`config.mk`:
```
export PLATFORM = sky130hd
export DESIGN_NAME = fir_cs_transposed
export DESIGN_NICKNAME = d
export VERILOG_FILES = /design/src/rtl/fir_cs_pkg.sv /design/src/rtl/booth_cs_mult.sv /design/src/rtl/csa42.sv /design/src/rtl/cla_adder.sv /design/src/rtl/fir_cs_transposed.sv
export SDC_FILE = /design/constraint.sdc
export NUM_CORES = 2
export LEC_CHECK = 0
export BUFFER_PORTS_ARGS = -buffer_cell sky130_fd_sc_hd__buf_2
export CAP_MARGIN = 10
export CORE_MARGIN = 4
export CORE_UTILIZATION = 50
export CTS_CLUSTER_SIZE = 40
export DETAILED_ROUTE_END_ITERATION = 10
export PLACE_DENSITY_LB_ADDON = 0.15
export SLEW_MARGIN = 20
export SYNTH_ARGS = -nofsm -noshare
export SYNTH_HDL_FRONTEND = slang
export SYNTH_SLANG_ARGS = --single-unit
export TNS_END_PERCENT = 30
```
`constraint.sdc`:
```
create_clock -name clk -period 8.46 [get_ports clk]
set_input_delay 1.269 -clock clk [delete_from_list [all_inputs] [get_ports clk]]
set_output_delay 1.269 -clock clk [all_outputs]
set_load 0.01 [all_outputs]
```
`src/rtl/fir_cs_pkg.sv`:
```
package fir_cs_pkg;

    // Radix-4 Booth digit: value = (neg ? -1 : 1) * (two ? 2 : one ? 1 : 0)
    typedef struct packed {
        logic neg;
        logic one;
        logic two;
    } booth_dig_t;

    // Window is {b[2i+1], b[2i], b[2i-1]}
    function automatic booth_dig_t booth_decode(input logic [2:0] w);
        booth_dig_t d;
        d.one = w[1] ^ w[0];
        d.two = (w[2] & ~w[1] & ~w[0]) | (~w[2] & w[1] & w[0]);
        d.neg = w[2] & ~(w[1] & w[0]);
        return d;
    endfunction

endpackage

```
`src/rtl/booth_cs_mult.sv`:
```
module booth_cs_mult #(
    parameter int XW = 10,
    parameter int CW = 10,
    parameter int AW = 23
) (
    input  logic [XW-1:0] x,
    input  logic [CW-1:0] c,
    output logic [AW-1:0] ps,
    output logic [AW-1:0] pc
);
    import fir_cs_pkg::*;

    localparam int NPP = (CW + 1) / 2;
    localparam int CXW = 2 * NPP + 1;
    localparam int OPS = NPP + 1;

    logic [AW-1:0]  xe;
    logic [CXW-2:0] c_ext;
    logic [CXW-1:0] cx;

    assign xe    = AW'($signed(x));
    assign c_ext = (CXW - 1)'($signed(c));
    assign cx    = {c_ext, 1'b0};

    always_comb begin
        logic [AW-1:0] cur [OPS];
        logic [AW-1:0] nxt [OPS];
        logic [AW-1:0] mag;
        logic [AW-1:0] corr;
        booth_dig_t    dig;
        int            cnt;
        int            n;

        corr = '0;
        for (int i = 0; i < NPP; i++) begin
            dig = booth_decode(cx[2*i +: 3]);
            mag = dig.two ? (xe << 1) : (dig.one ? xe : '0);
            // invert before the shift; the +1 of the negation goes to bit 2i
            cur[i] = (dig.neg ? ~mag : mag) << (2 * i);
            corr[2*i] = dig.neg;
        end
        cur[OPS-1] = corr;

        // Level-wise 3:2 reduction until two rows remain
        cnt = OPS;
        n   = 0;
        for (int lvl = 0; lvl < OPS; lvl++) begin
            for (int i = 0; i < OPS; i++) nxt[i] = '0;
            if (cnt > 2) begin
                n = 0;
                for (int g = 0; g < OPS / 3; g++) begin
                    if (3 * g + 2 < cnt) begin
                        nxt[n]   = cur[3*g] ^ cur[3*g+1] ^ cur[3*g+2];
                        nxt[n+1] = ((cur[3*g] & cur[3*g+1]) | (cur[3*g] & cur[3*g+2])
                                   | (cur[3*g+1] & cur[3*g+2])) << 1;
                        n = n + 2;
                    end
                end
                for (int i = 0; i < OPS; i++) begin
                    if (i >= 3 * (cnt / 3) && i < cnt) begin
                        nxt[n] = cur[i];
                        n = n + 1;
                    end
                end
                cur = nxt;
                cnt = n;
            end
        end
        ps = cur[0];
        pc = cur[1];
    end

endmodule

```
`src/rtl/csa42.sv`:
```
module csa42 #(
    parameter int W = 23
) (
    input  logic [W-1:0] a,
    input  logic [W-1:0] b,
    input  logic [W-1:0] c,
    input  logic [W-1:0] d,
    output logic [W-1:0] s,
    output logic [W-1:0] cy
);
    logic [W-1:0] s1;
    logic [W-1:0] c1;

    assign s1 = a ^ b ^ c;
    assign c1 = ((a & b) | (a & c) | (b & c)) << 1;
    assign s  = s1 ^ c1 ^ d;
    assign cy = ((s1 & c1) | (s1 & d) | (c1 & d)) << 1;

endmodule

```
`src/rtl/cla_adder.sv`:
```
module cla_adder #(
    parameter int W = 23
) (
    input  logic [W-1:0] a,
    input  logic [W-1:0] b,
    output logic [W-1:0] sum
);
    localparam int NG = (W + 3) / 4;

    logic [W-1:0] g;
    logic [W-1:0] p;

    assign g = a & b;
    assign p = a ^ b;

    // 4-bit lookahead groups, group carries chained
    always_comb begin
        logic [W-1:0] cc;
        cc = '0;
        for (int j = 0; j < NG; j++) begin
            for (int b4 = 0; b4 < 4; b4++) begin
                logic t;
                logic run;
                t   = 1'b0;
                run = 1'b1;
                if (4 * j + b4 < W - 1) begin
                    for (int k = b4; k >= 0; k--) begin
                        t   = t | (run & g[4*j+k]);
                        run = run & p[4*j+k];
                    end
                    cc[4*j+b4+1] = t | (run & cc[4*j]);
                end
            end
        end
        sum = p ^ cc;
    end

endmodule

```
`src/rtl/fir_cs_transposed.sv`:
```
module fir_cs_transposed #(
    parameter int N_TAPS = 8,
    parameter int XW     = 10,
    parameter int CW     = 10,
    localparam int AW    = XW + CW + $clog2(N_TAPS),
    localparam int AD    = (N_TAPS > 1) ? $clog2(N_TAPS) : 1
) (
    input  logic          clk,
    input  logic          rst,
    input  logic [XW-1:0] x_in,
    input  logic          coef_we,
    input  logic [AD-1:0] coef_addr,
    input  logic [CW-1:0] coef_data,
    output logic [AW-1:0] y_out
);

    typedef struct packed {
        logic [N_TAPS-1:0][CW-1:0] coef;
        logic [N_TAPS-1:0][AW-1:0] ts;
        logic [N_TAPS-1:0][AW-1:0] tc;
        logic [AW-1:0]             y;
    } fir_state_t;

    fir_state_t st_d, st_q;

    logic [AW-1:0] prod_s [N_TAPS];
    logic [AW-1:0] prod_c [N_TAPS];
    logic [AW-1:0] up_s   [N_TAPS];
    logic [AW-1:0] up_c   [N_TAPS];
    logic [AW-1:0] sum_s  [N_TAPS];
    logic [AW-1:0] sum_c  [N_TAPS];
    logic [AW-1:0] cpa_sum;

    for (genvar i = 0; i < N_TAPS; i++) begin : g_tap
        booth_cs_mult #(.XW(XW), .CW(CW), .AW(AW)) u_mul (
            .x  (x_in),
            .c  (st_q.coef[i]),
            .ps (prod_s[i]),
            .pc (prod_c[i])
        );
        if (i == N_TAPS - 1) begin : g_last
            assign up_s[i] = '0;
            assign up_c[i] = '0;
        end else begin : g_mid
            assign up_s[i] = st_q.ts[i+1];
            assign up_c[i] = st_q.tc[i+1];
        end
        csa42 #(.W(AW)) u_cmp (
            .a  (prod_s[i]),
            .b  (prod_c[i]),
            .c  (up_s[i]),
            .d  (up_c[i]),
            .s  (sum_s[i]),
            .cy (sum_c[i])
        );
    end

    cla_adder #(.W(AW)) u_cpa (
        .a   (st_q.ts[0]),
        .b   (st_q.tc[0]),
        .sum (cpa_sum)
    );

    always_comb begin
        st_d = st_q;
        if (rst) begin
            st_d = '0;
        end else begin
            for (int i = 0; i < N_TAPS; i++) begin
                st_d.ts[i] = sum_s[i];
                st_d.tc[i] = sum_c[i];
            end
            st_d.y = cpa_sum;
            if (coef_we && int'(coef_addr) < N_TAPS) begin
                st_d.coef[coef_addr] = coef_data;
            end
        end
    end

    always_ff @(posedge clk) begin
        st_q <= st_d;
    end

    assign y_out = st_q.y;

endmodule

```
==> metrics.md <==
| Metric | Value |
|---|---|
| Detailed Route Iter0 Violations | 1383 |
| Largest net degree at the start of global routing | 201 |
| Wire length per cell | 19.1 um |
| Pins Over Slew Limit | 0 |
| Final layout net count | 4899 |
| Syn nets | 5039 |
| Total GRT Usage | 23.0% |
| Initial Utilization | 50.6% |
| DRT Wirelength | 98100 um |
| Mapped Area | 40900 um2 |
| Worst-Margin Slew | 1.00 ns |
| CTS H-tree depth | 2 |
| Req. time, crit path | 8.91 ns |
| Most frequent cell after synthesis | fa_1 |
| Max-Cap Viols | 0 |
| Crit share post-route | 59.7% |
| Crit. End Element | flop |
| Final Hold Fails | 0 |
| #FFs+latches synth | 451 |
| F_max | 198 MHz |
| Global Route met1 Usage | 28.0% |
| Pleak | 20.6 nW |
| Drc violations | 0 |
| PortBufs | 48 |
| First-pass GRT wire length | 158000 um |
| Synth warn | 0 |
| Via count | 27400 |
| Worst skew pair latency | 0.61 ns |
| CTS buffer count | 53 |
| Antenna violations before repair | 0 |
| RD Place Congestion | 0.862 |
| Rows | 104 |
| Total Power | 7.21 mW |
| Placed insts | 5040 |
| FFs w/ async S/R, synth | 0% |
| Post-CTS Hold Fix Bufs | 0 |
| Resize count post-CTS | 0 |
| GR peak layer | met2 |
| Clk sinks | 451 |
| Worst-case clock skew | 0.0266 ns |
| M3 GR Usage | 2.32% |
| Top cells by area, synth | fa_1, dfxtp_1, ha_1 |
| Crit path launch type | input port |
| CTS clk-pin slew, worst paths | 0.06 ns |
| EDFF count, synth | 0 |
| Die width | 294 um |
| Vias in the first global route | 29000 |
| Total iterations of the first detailed-routing run | 5 |
| Core outline area | 80800 um2 |
| Routed vias/inst | 5.33 |
| Inserted Diodes | 0 |
| CTS max path bufs | 3 |
| Routed Antenna Nets | 0 |
| Root Driver | clkbuf_16 |
| Crit path kind | input port to flop |
| WHS | 0.441 ns |
| Final core utilization | 53.7% |
| Setup ws final | 3.41 ns |
| Status | finished clean |
| Biggest area consumer among synthesized cells | fa_1 |
| Die Y | 294 um |
| Met2 Track Usage GR | 42.3% |
| Pre-CTS setup slack | 2.84 ns |
| Area share of the largest cell type after synthesis | 26.3% |
| DP Area | 41600 um2 |
| Max-slew headroom | 32.9% |
| Non-filler instance count after layout | 5137 |
| TritonCTS clock tree | built |
| RSZ-0062 raised after global routing | false |
| Syn avg cell area | 9.79 um2 |
| Finish-stage setup viols | 0 |
| Top Ports | 49 |
| Hpwl dp | 74000 um |
| VDD IR max | 157 uV |
| Min Tclk post-route | 5.05 ns |
| Die area | 86400 um2 |
| Synthesized netlist cell count | 4175 |
| Setup TNS | 0 ns |
| Commonest cells in the netlist | fa_1, dfxtp_1, a21oi_1 |
| CP Data Arrival Time | 5.50 ns |
| Setup Buffers After CTS | 0 |
| Hold/Removal Path Class | flop to flop |
| Distinct cell type count after synthesis | 54 |
| Crit path max fanout | 33 |
| Fin area | 43400 um2 |
| Layout cell share with drive strength beyond 1 | 7.43% |
| Sequential-to-total area share from yosys stat | 22.1% |
| PwrDens | 166 nW/um2 |
| Main synth FF type | dfxtp_1 |
| Congestion Overflow GR | 0 |
| Area grow syn2layout | 6.15% |
[path summary, 6_finish.rpt]
| path | startpoint | endpoint | slack, ns | cells after the start |
|---|---|---|---|---|
| hold / removal | st_q[208]$_SDFF_PP0_ | y_out[1]$_SDFF_PP0_ | 0.44 | 1 |
| setup / recovery | x_in[6] | st_q[239]$_SDFF_PP0_ | 3.41 | 13 |
| hold reg to reg | st_q[208]$_SDFF_PP0_ | y_out[1]$_SDFF_PP0_ | 0.44 | 1 |
| setup reg to reg | st_q[392]$_SDFFE_PP0P_ | st_q[227]$_SDFF_PP0_ | 3.59 | 13 |
[power breakdown]
group          leakage, nW  internal, mW  total, mW  switching (mW)
clock                0.883          1.42       2.38           0.954
combinational         16.1          1.04       2.17            1.14
sequential            3.67          2.45       2.66           0.209
total                 20.6          4.91       7.21            2.30
[cells by family after synthesis]
kind of cell,Yosys count,share of synthesized area (%)
AO/OA/AOI/OAI,624,8.88
AND/OR/NAND/NOR,1108,15.0
adder cells (fa/ha/maj),861,36.1
multiplexers,37,0.936
XOR/XNOR,494,10.9
flip-flops,451,22.1
buffers and inverters,600,6.10
[flip-flops by register name, summed over array words and instances, names as in the netlist]
register and cells:
st_q 428, y_out 23
[metal layers]
layer / vias up / part of all wire (%)
met4: 0 / 3.5
li1: 13100 / -
met3: 232 / 3.9
met2: 590 / 52
met5: - / 0
met1: 13400 / 41
[layout make-up]
| type | count | area (um2) |
|---|---|---|
| Inverter | 293 | 1100 |
| Fill cell | 7338 | 37400 |
| Tap cell | 1060 | 1330 |
| Clock buffer | 72 | 1500 |
| Timing Repair Buffer | 112 | 768 |
| Multi-Input combinational cell | 3124 | 29400 |
| Sequential cell | 451 | 9030 |
| Clock inverter | 25 | 318 |
[cells in the final DEF (no fill, tap or decap), types with 9 or more instances in the layout]
| cell type | netlist | layout |
|---|---|---|
| fa_1 | 537 | 537 |
| dfxtp_1 | 451 | 451 |
| a21oi_1 | 425 | 425 |
| xnor2_1 | 410 | 410 |
| nor2b_1 | 374 | 374 |
| ha_1 | 301 | 301 |
| inv_1 | 280 | 280 |
| nand2_1 | 242 | 242 |
| and3_1 | 240 | 240 |
| nor2_1 | 106 | 106 |
| xor2_1 | 77 | 77 |
| buf_4 | 33 | 61 |
| clkbuf_16 | 0 | 53 |
| o21ai_0 | 51 | 51 |
| buf_2 | 42 | 47 |
| nand3_1 | 41 | 41 |
| nand2b_1 | 34 | 34 |
| mux2i_1 | 27 | 27 |
| o21a_1 | 26 | 26 |
| a31oi_1 | 23 | 23 |
| a21o_1 | 18 | 18 |
| o21ai_1 | 17 | 17 |
| nor3b_1 | 17 | 17 |
| maj3_2 | 15 | 15 |
| o22ai_2 | 14 | 14 |
| a21oi_2 | 14 | 14 |
| inv_2 | 13 | 13 |
| o22a_1 | 13 | 13 |
| and2_1 | 12 | 12 |
| clkbuf_8 | 0 | 10 |
| clkinv_2 | 0 | 10 |
| and3b_1 | 9 | 9 |
| nand2b_2 | 9 | 9 |
| clkbuf_1 | 187 | 9 |
[critical path: stages]
cell and delay (ns):
buf_2 0.59, buf_4 0.61, and3_1 0.25, a21oi_1 0.05, xnor2_1 0.18, fa_1 0.52, inv_1 0.05, fa_1 0.36
inv_1 0.08, fa_1 0.44, fa_1 0.52, fa_1 0.41, nor2b_1 0.14
Power figures use the tool's default switching activity.
